## src/rtl/sms_pkg.sv

```systemverilog
`timescale 1ns/1ps
package sms_pkg;

  typedef enum logic [1:0] {
    OP_PFX_WR  = 2'b00,
    OP_PFX_RD  = 2'b01,
    OP_BARE_WR = 2'b10,
    OP_BARE_RD = 2'b11
  } sms_op_e;

  typedef enum logic [1:0] {
    SQ_IDLE,
    SQ_NEXT,
    SQ_SHIFT,
    SQ_PUSH
  } sq_state_e;

  function automatic logic op_is_bare(input sms_op_e op);
    return op[1];
  endfunction

  function automatic logic op_is_read(input sms_op_e op);
    return op[0];
  endfunction

  // Address byte: top bit marks a read, lower seven bits from the offset
  function automatic logic [7:0] addr_byte(input sms_op_e op, input logic [7:0] off);
    return {op[0], off[6:0]};
  endfunction

endpackage

```

## src/rtl/sms_shifter.sv

```systemverilog
`timescale 1ns/1ps
// One-byte SPI mode-0 engine: low half, rise (sample), high half, fall (shift)
module sms_shifter #(
  parameter int CLK_DIV = 4
) (
  input  logic       clk,
  input  logic       rst_n,
  input  logic       start,
  input  logic [7:0] tx_byte,
  input  logic       miso,
  output logic       sclk,
  output logic       mosi,
  output logic [7:0] rx_byte,
  output logic       byte_done
);
  localparam int HALF = CLK_DIV / 2;
  localparam int CW   = (HALF > 1) ? $clog2(HALF) : 1;

  logic          active;
  logic          sclk_q;
  logic [7:0]    sh_tx;
  logic [7:0]    sh_rx;
  logic [2:0]    bit_cnt;
  logic [CW-1:0] tick;
  logic          done_q;
  logic          phase_end;

  assign phase_end = active && (tick == CW'(HALF - 1));

  always_ff @(posedge clk or negedge rst_n) begin
    if (!rst_n) begin
      active  <= 1'b0;
      sclk_q  <= 1'b0;
      sh_tx   <= 8'h00;
      sh_rx   <= 8'h00;
      bit_cnt <= 3'd0;
      tick    <= '0;
      done_q  <= 1'b0;
    end else begin
      done_q <= 1'b0;
      if (!active) begin
        if (start) begin
          active  <= 1'b1;
          sh_tx   <= tx_byte;
          tick    <= '0;
          bit_cnt <= 3'd0;
          sclk_q  <= 1'b0;
        end
      end else if (phase_end) begin
        tick <= '0;
        if (!sclk_q) begin
          sclk_q <= 1'b1;
          sh_rx  <= {sh_rx[6:0], miso};
        end else begin
          sclk_q  <= 1'b0;
          sh_tx   <= {sh_tx[6:0], 1'b0};
          bit_cnt <= bit_cnt + 3'd1;
          if (bit_cnt == 3'd7) begin
            active <= 1'b0;
            done_q <= 1'b1;
          end
        end
      end else begin
        tick <= tick + CW'(1);
      end
    end
  end

  assign sclk      = sclk_q;
  assign mosi      = sh_tx[7];
  assign rx_byte   = sh_rx;
  assign byte_done = done_q;

endmodule

```

## src/rtl/sms_remain.sv

```systemverilog
`timescale 1ns/1ps
// Remaining data-byte counter
module sms_remain #(
  parameter int LEN_W = 12
) (
  input  logic             clk,
  input  logic             rst_n,
  input  logic             load,
  input  logic [LEN_W-1:0] load_val,
  input  logic             dec,
  output logic             zero
);
  logic [LEN_W-1:0] cnt;

  always_ff @(posedge clk or negedge rst_n) begin
    if (!rst_n)    cnt <= '0;
    else if (load) cnt <= load_val;
    else if (dec)  cnt <= cnt - LEN_W'(1);
  end

  assign zero = (cnt == '0);

endmodule

```

## src/rtl/spi_cmd_seq.sv

```systemverilog
`timescale 1ns/1ps
module spi_cmd_seq
  import sms_pkg::*;
#(
  parameter int CLK_DIV = 4,
  parameter int LEN_W   = 12
) (
  input  logic             clk,
  input  logic             rst_n,
  input  logic             cmd_valid,
  input  logic [1:0]       cmd_op,
  input  logic [7:0]       cmd_offset,
  input  logic [LEN_W-1:0] cmd_len,
  output logic             busy,
  output logic             done,
  output logic             err,
  input  logic [7:0]       tx_data,
  input  logic             tx_valid,
  output logic             tx_ready,
  output logic [7:0]       rx_data,
  output logic             rx_valid,
  input  logic             rx_ready,
  output logic             sclk,
  output logic             mosi,
  input  logic             miso,
  output logic             cs_n
);

  if ((CLK_DIV < 2) || (CLK_DIV % 2 != 0)) begin : g_bad_div
    $error("CLK_DIV must be even and at least 2");
  end

  sq_state_e  state;
  sms_op_e    op_q;
  sms_op_e    op_in;
  logic [7:0] off_q;
  logic       addr_pend;
  logic       cur_data;
  logic       done_q;
  logic       err_q;

  // Named internal events
  logic       accept;
  logic       byte_start;
  logic       byte_done;
  logic       rem_dec;
  logic       rem_zero;
  logic [7:0] start_byte;
  logic [7:0] shift_rx;

  assign op_in  = sms_op_e'(cmd_op);
  assign accept = cmd_valid && (state == SQ_IDLE);

  always_comb begin
    byte_start = 1'b0;
    start_byte = 8'h00;
    rem_dec    = 1'b0;
    tx_ready   = 1'b0;
    if (state == SQ_NEXT) begin
      if (addr_pend) begin
        byte_start = 1'b1;
        start_byte = addr_byte(op_q, off_q);
      end else if (!rem_zero) begin
        if (op_is_read(op_q)) begin
          byte_start = 1'b1;
          rem_dec    = 1'b1;
        end else if (tx_valid) begin
          tx_ready   = 1'b1;
          byte_start = 1'b1;
          start_byte = tx_data;
          rem_dec    = 1'b1;
        end
      end
    end
  end

  always_ff @(posedge clk or negedge rst_n) begin
    if (!rst_n) begin
      state     <= SQ_IDLE;
      op_q      <= OP_PFX_WR;
      off_q     <= 8'h00;
      addr_pend <= 1'b0;
      cur_data  <= 1'b0;
      done_q    <= 1'b0;
      err_q     <= 1'b0;
    end else begin
      done_q <= 1'b0;
      if (cmd_valid && (state != SQ_IDLE)) err_q <= 1'b1;
      case (state)
        SQ_IDLE: if (accept) begin
          err_q     <= 1'b0;
          op_q      <= op_in;
          off_q     <= cmd_offset;
          addr_pend <= !op_is_bare(op_in);
          if (op_is_bare(op_in) && (cmd_len == '0)) done_q <= 1'b1;
          else                                      state  <= SQ_NEXT;
        end
        SQ_NEXT: begin
          if (byte_start) begin
            state     <= SQ_SHIFT;
            cur_data  <= !addr_pend;
            addr_pend <= 1'b0;
          end else if (!addr_pend && rem_zero) begin
            state  <= SQ_IDLE;
            done_q <= 1'b1;
          end
        end
        SQ_SHIFT: if (byte_done) begin
          if (cur_data && op_is_read(op_q)) state <= SQ_PUSH;
          else                              state <= SQ_NEXT;
        end
        SQ_PUSH: if (rx_ready) state <= SQ_NEXT;
        default: state <= SQ_IDLE;
      endcase
    end
  end

  sms_remain #(.LEN_W(LEN_W)) u_remain (
    .clk      (clk),
    .rst_n    (rst_n),
    .load     (accept),
    .load_val (cmd_len),
    .dec      (rem_dec),
    .zero     (rem_zero)
  );

  sms_shifter #(.CLK_DIV(CLK_DIV)) u_shift (
    .clk       (clk),
    .rst_n     (rst_n),
    .start     (byte_start),
    .tx_byte   (start_byte),
    .miso      (miso),
    .sclk      (sclk),
    .mosi      (mosi),
    .rx_byte   (shift_rx),
    .byte_done (byte_done)
  );

  assign rx_data  = shift_rx;
  assign rx_valid = (state == SQ_PUSH);
  assign busy     = (state != SQ_IDLE);
  assign cs_n     = (state == SQ_IDLE);
  assign done     = done_q;
  assign err      = err_q;

endmodule

```

## config.mk

```make
export PLATFORM = sky130hd
export DESIGN_NAME = spi_cmd_seq
export DESIGN_NICKNAME = d
export VERILOG_FILES = /design/src/rtl/sms_pkg.sv /design/src/rtl/sms_shifter.sv /design/src/rtl/sms_remain.sv /design/src/rtl/spi_cmd_seq.sv
export SDC_FILE = /design/constraint.sdc
export NUM_CORES = 1
export LEC_CHECK = 0
export BUFFER_PORTS_ARGS = -buffer_cell sky130_fd_sc_hd__buf_2
export CAP_MARGIN = 10
export CORE_MARGIN = 4
export CORE_UTILIZATION = 54
export CTS_CLUSTER_SIZE = 24
export DETAILED_ROUTE_END_ITERATION = 8
export GPL_TIMING_DRIVEN = 0
export PLACE_DENSITY = 0.89
export SYNTH_ARGS = -nofsm -noshare
export SYNTH_HDL_FRONTEND = slang
export SYNTH_SLANG_ARGS = --single-unit
```

## constraint.sdc

```tcl
create_clock -name clk -period 2.7 [get_ports clk]
set_input_delay 0.27 -clock clk [delete_from_list [all_inputs] [get_ports clk]]
set_output_delay 0.27 -clock clk [all_outputs]
set_load 0.01 [all_outputs]
```

==> impl_metrics.env, run 1 <==
export IMPL_status="completed"
export IMPL_netlist_area_um2=2529
export IMPL_synth_top_area_share_pct=48.49
export IMPL_grt_pass1_wl_mm=9.625
export IMPL_synthTopCellsByCount="49 x dfrtp_1, 26 x mux2_2, 17 x nand2_1"
export IMPL_avgSynthCellArea_um2=11.14
export IMPL_fmax_ghz=0.4028
export IMPL_fp_dieW_um=76.43
export IMPL_reg2reg_slack_ns=0.22
export IMPL_leakagePower_nw=1.396
export IMPL_crit_arrival_ns=2.68
export IMPL_final_nets=328
export IMPL_worstSetupPathType="flop to flop"
export IMPL_cts_setup_buffers=0
export IMPL_place_inst=329
export IMPL_finalHoldViolCount=0
export IMPL_clk_path_buf_depth=2
export IMPL_netlist_cell_type_count=48
export IMPL_initial_core_util_pct=56.90
export IMPL_cp_slowest_stage_delay_ns=0.41
export IMPL_hold_class="input port to asynchronous set/reset pin"
export IMPL_rr_startpoint="u_remain.cnt[0]"
export IMPL_h_tree_depth=2
export IMPL_globalplace_congestion=0.8022
export IMPL_nFillCells=355
export IMPL_clk_latency_ns=0.31
export IMPL_grt_pass1_vias=1997
export IMPL_reg2reg_to="u_shift.sh_tx[3]"
export IMPL_finalSetupViolations=0
export IMPL_path_max_fanout=10
export IMPL_ys_ff_latch=49
export IMPL_fin_util_pct=65.88
export IMPL_worstPathRequired_ns=2.90
export IMPL_die_height_um=76.43
export IMPL_yosys_area_top_type="dfrtp_1"
export IMPL_rsz0062_at_grt="false"
export IMPL_cts_hold_buf=0
export IMPL_synth_area_leaders="dfrtp_1 48%, mux2_2 12%, ha_1 4.0%, a221o_1 2.8%, a21oi_1 2.6%"
export IMPL_power_density_nw_per_um2=1057
export IMPL_slowest_stage="dfrtp_1"
export IMPL_dr_pass1_iters=4
export IMPL_fin_crit_sh_pct=91.94
export IMPL_final_setup_tns_ns=0
export IMPL_slew_violations=0
export IMPL_cp_num_buf_inv=2
export IMPL_die_area_um2=5842
export IMPL_yosysSeqAreaShare_pct=48.49
export IMPL_cp_end_kind="flop"
export IMPL_netlist_instances=227
export IMPL_wl_mm=5.682
export IMPL_ant_nets=0
export IMPL_drv_cap=0
export IMPL_clkTransAtPathRegs_ns=0.09
export IMPL_cp_top_family="simple AND/OR/NAND/NOR gates"
export IMPL_core_area_um2=4444
export IMPL_boundaryPins=52
export IMPL_drc=0
export IMPL_numPortBuffers=50
export IMPL_total_power_mw=3.095
export IMPL_multi_input_area_um2=1204
export IMPL_cts_tree="built"
export IMPL_fin_skew_ns=0.007581
export IMPL_grt_max_degree=50
export IMPL_vias=1985
export IMPL_antennaDiodeCount=0
export IMPL_syn2layout_area_growth_pct=15.78
export IMPL_gr_total_overflow=0
export IMPL_path_cells="inv_1 > ha_1 > nor3b_2 > nand3_1 > a31oi_1 > clkbuf_8 > mux2_2"
export IMPL_synth_edf_count=0
export IMPL_seq_area_um2=1226
export IMPL_synthArstFlopShare_pct=100.0
export IMPL_num_rows=24
export IMPL_yosysMostFrequentCell="dfrtp_1"
export IMPL_grt_usage_pct=20.52
export IMPL_fin_hold_ws_ns=0.1481
export IMPL_startpoint_type="flop"
export IMPL_maxSlewHeadroom_pct=29.09
export IMPL_synthFlopType="dfrtp_1"
export IMPL_syn_nets=271
export IMPL_fin_cells=337
export IMPL_avgViaCountPerCell=5.890
export IMPL_ctsResizeCount=0
export IMPL_drive_gt1_share_pct=32.63
export IMPL_wl_per_cell_um=16.86
export IMPL_cts_root_buf="clkbuf_8"
export IMPL_tightest_slew_ns=1.064
export IMPL_hpwl_mm=4.303
export IMPL_cts_buffers=5
export IMPL_period_needed_ns=2.482
export IMPL_synth_warnings=0
export IMPL_r2r_worst_path_cells=7
export IMPL_antenna_found_initial=0
export IMPL_drtIter0Drc=190
export IMPL_ir_worst_vdd_v=0.0005315
export IMPL_clock_sinks=49
routing by layer:
metal / global-route usage, % / share of wire (%) / up-vias
li1: - / - / 936
met1: 26.90 / 44 / 969
met2: 33.39 / 50 / 75
met3: 4.492 / 5.1 / 5
met4: 7.428 / 1.3 / 0
met5: 0 / 0 / -
metrics by stage:
| stage | setup slack [ns] | instance area (um2) |
|---|---|---|
| after floorplan | 0.6269 | 2529 |
| after global placement | 0.2836 | 2844 |
| after detailed placement | 0.2578 | 2844 |
| after CTS | 0.2352 | 2928 |
| after global routing | 0.07925 | 2928 |
| final | 0.2176 | 2928 |
area by class of cell:
class                           instances  share of cell area, %
Sequential cell                        49                  41.88
Multi-Input combinational cell        161                  41.11
Timing Repair Buffer                   50                  8.547
Clock buffer                            7                  2.607
Buffer                                  8                  2.222
Tap cell                               52                  2.222
Inverter                                9                  1.154
Clock inverter                          1                 0.2564
flip-flops by register name, indices dropped and copies added (netlist names), named ones only:
signal / count
op_q: 1
u_remain.cnt: 12
u_shift.active: 1
u_shift.bit_cnt: 3
u_shift.sh_tx: 8
addr_pend: 1
u_shift.rx_byte: 8
off_q: 7
state: 2
u_shift.tick: 1
u_shift.sclk: 1
u_shift.byte_done: 1
done: 1
cur_data: 1
worst max-delay path by stage:
stage / from / endpoint / slack [ns] / cells after the start
finish: u_remain.cnt[0] / u_shift.sh_tx[3] / 0.22 / 7
CTS: u_remain.cnt[0] / u_shift.sh_tx[3] / 0.24 / 7
global placement: u_remain.cnt[0] / u_shift.sh_tx[4] / 0.28 / 7
floorplan: u_remain.cnt[0] / u_shift.sh_tx[2] / 0.63 / 7
detailed placement: u_remain.cnt[0] / u_shift.sh_tx[3] / 0.26 / 7
global route: u_remain.cnt[1] / u_shift.sh_tx[3] / 0.08 / 7
cells by family after synthesis:
family,count (synthesis),share of synthesized area [%]
xor+xnor,7,2.425
mux,29,12.77
compound gates,39,10.49
fa+ha+maj,8,3.959
simple gates,78,17.96
flops,49,48.49
buf+inv,17,3.909
cell usage in the layout (no fill, tap or decap), types with 3 or more instances in the layout:
cell / count
nor2_1: 15
mux2i_1: 3
buf_2: 50
dfrtp_1: 49
xor2_1: 5
clkbuf_1: 6
nand3_1: 7
nor3_1: 4
nand2_1: 17
a31oi_1: 5
nand3b_1: 3
nand4_1: 3
inv_1: 9
o21ai_0: 4
a221o_1: 7
ha_1: 8
and3_1: 9
clkbuf_8: 7
a21oi_1: 13
mux2_2: 26
where the power goes:
| part | internal (mW) | switching [mW] | leakage (nW) | total, mW |
|---|---|---|---|---|
| combinational | 0.660 | 0.656 | 0.765 | 1.32 |
| sequential | 1.06 | 0.299 | 0.592 | 1.36 |
| clock | 0.183 | 0.235 | 0.0385 | 0.419 |
Power figures use the tool's default switching activity.
==> run 2: changes to the inputs <==
--- a/config.mk
+++ b/config.mk
@@ -12,6 +12,7 @@
 export CTS_CLUSTER_SIZE = 24
 export DETAILED_ROUTE_END_ITERATION = 8
 export GPL_TIMING_DRIVEN = 0
+export MAX_ROUTING_LAYER = met4
 export PLACE_DENSITY = 0.89
 export SYNTH_ARGS = -nofsm -noshare
 export SYNTH_HDL_FRONTEND = slang
==> run 2 against run 1 <==
Effect of this change: sequential cell count unchanged; hold slack is essentially flat; combinational power hardly changed; sequential share of layout area is the same; non-clock buffer count unchanged; core utilization did not move; clock-buffer cell count unchanged; first-iteration DRC count unchanged; cell area is the same; largest cell class unchanged.
==> impl_metrics.env, run 2 (synthesis gave the netlist of run 1 again) <==
export IMPL_fin_hold_ws_ns=0.1486
export IMPL_seq_area_um2=1226
export IMPL_power_density_nw_per_um2=1057
export IMPL_fin_skew_ns=0.007445
export IMPL_ctsResizeCount=0
export IMPL_top_register="u_remain.cnt"
export IMPL_largest_register_ffs=12
export IMPL_clk_path_buf_depth=2
export IMPL_layout_commonest_cell="buf_2"
export IMPL_fmax_ghz=0.4022
export IMPL_startpoint_type="flop"
export IMPL_globalplace_congestion=0.8138
export IMPL_status="completed"
export IMPL_numPortBuffers=50
export IMPL_cts_hold_buf=0
export IMPL_grt_pass1_vias=1998
export IMPL_path_max_fanout=10
export IMPL_antenna_found_initial=0
export IMPL_grt_pass1_wl_mm=9.625
export IMPL_finalHoldViolCount=0
export IMPL_die_height_um=76.43
export IMPL_grt_max_degree=50
export IMPL_cts_setup_buffers=0
export IMPL_cts_root_buf="clkbuf_8"
export IMPL_final_nets=328
export IMPL_boundaryPins=52
export IMPL_drv_cap=0
export IMPL_mostFrequentLayoutCells="50 x buf_2, 49 x dfrtp_1, 26 x mux2_2"
export IMPL_ir_worst_vdd_v=0.0005318
export IMPL_grt_usage_pct=21.11
export IMPL_avgViaCountPerCell=5.887
export IMPL_cp_end_kind="flop"
export IMPL_final_setup_tns_ns=0
export IMPL_vias=1984
export IMPL_period_needed_ns=2.486
export IMPL_syn2layout_area_growth_pct=15.78
export IMPL_worstSetupPathType="flop to flop"
export IMPL_cts_tree="built"
export IMPL_wl_per_cell_um=16.87
export IMPL_tightest_slew_ns=1.063
export IMPL_worstPathRequired_ns=2.90
export IMPL_drc=0
export IMPL_finalSetupViolations=0
export IMPL_core_area_um2=4444
export IMPL_gr_total_overflow=0
export IMPL_h_tree_depth=2
export IMPL_hold_class="input port to asynchronous set/reset pin"
export IMPL_nFillCells=355
export IMPL_drive_gt1_share_pct=32.63
export IMPL_dr_pass1_iters=4
export IMPL_cts_buffers=5
export IMPL_fp_dieW_um=76.43
export IMPL_hpwl_mm=4.303
export IMPL_clkTransAtPathRegs_ns=0.09
export IMPL_num_rows=24
export IMPL_ant_nets=0
export IMPL_antennaDiodeCount=0
export IMPL_slew_violations=0
export IMPL_rsz0062_at_grt="false"
export IMPL_crit_arrival_ns=2.68
export IMPL_drtIter0Drc=190
export IMPL_wl_mm=5.685
export IMPL_clock_sinks=49
export IMPL_clk_latency_ns=0.31
export IMPL_initial_core_util_pct=56.90
export IMPL_fin_crit_sh_pct=92.09
export IMPL_maxSlewHeadroom_pct=29.14
export IMPL_die_area_um2=5842
export IMPL_multi_input_area_um2=1204
export IMPL_leakagePower_nw=1.396
[run 2: cell counts in the layout (fill, tap and decap cells not counted)]
Identical to the previous run, type by type.
[run 2: path summary, 6_finish.rpt]
path	startpoint	end	slack [ns]	cells past startpoint
worst max-delay path	u_remain.cnt[0]	u_shift.sh_tx[3]	0.21	7
worst min-delay path	rst_n	u_shift.sh_tx[7]	0.15	1
worst max register to register	u_remain.cnt[0]	u_shift.sh_tx[3]	0.21	7
worst min register to register	cur_data	cur_data	0.48	1
max in group asynchronous	rst_n	u_remain.cnt[5]	1.89	1
min in group clk	cmd_op[1]	addr_pend	0.18	2
[run 2: cell type report]
class | instances | share of cell area (%)
plain buffers | 8 | 2.222
clock buffers | 7 | 2.607
clock inverters | 1 | 0.2564
inverters | 9 | 1.154
multi-input cells | 161 | 41.11
flip-flops and latches | 49 | 41.88
well taps | 52 | 2.222
repair buffers | 50 | 8.547
[run 2: power breakdown]
group	internal, mW	total (mW)	switching [mW]
sequential	1.06	1.36	0.300
clock	0.183	0.418	0.235
combinational	0.660	1.32	0.656
total	1.90	3.09	1.19
[run 2: per-layer routing]
layer | vias up | global-route usage [%] | wire length, um
li1 | 939 | - | -
met1 | 968 | 26.90 | 2462
met2 | 72 | 33.39 | 2844
met3 | 5 | 4.492 | 301
met4 | 0 | 7.428 | 76
met5 | - | - | 0
[run 2: critical path: stages, from the launching register on]
cell and delay, ns:
dfrtp_1 0.41, inv_1 0.06, ha_1 0.20, nor3b_2 0.39
nand3_1 0.31, a31oi_1 0.41, clkbuf_8 0.25, mux2_2 0.34
[run 2: through the flow]
step	utilization (%)	total power [mW]	instances	instance area, um2	setup slack, ns
CTS	65.88	3.116	337	2928	0.2352
global placement	63.99	2.598	329	2844	0.2836
detailed placement	63.99	2.688	329	2844	0.2578
floorplan	-	2.269	227	2529	0.6269
global route	65.88	3.342	337	2928	0.07925
finish	65.88	3.095	337	2928	0.2135
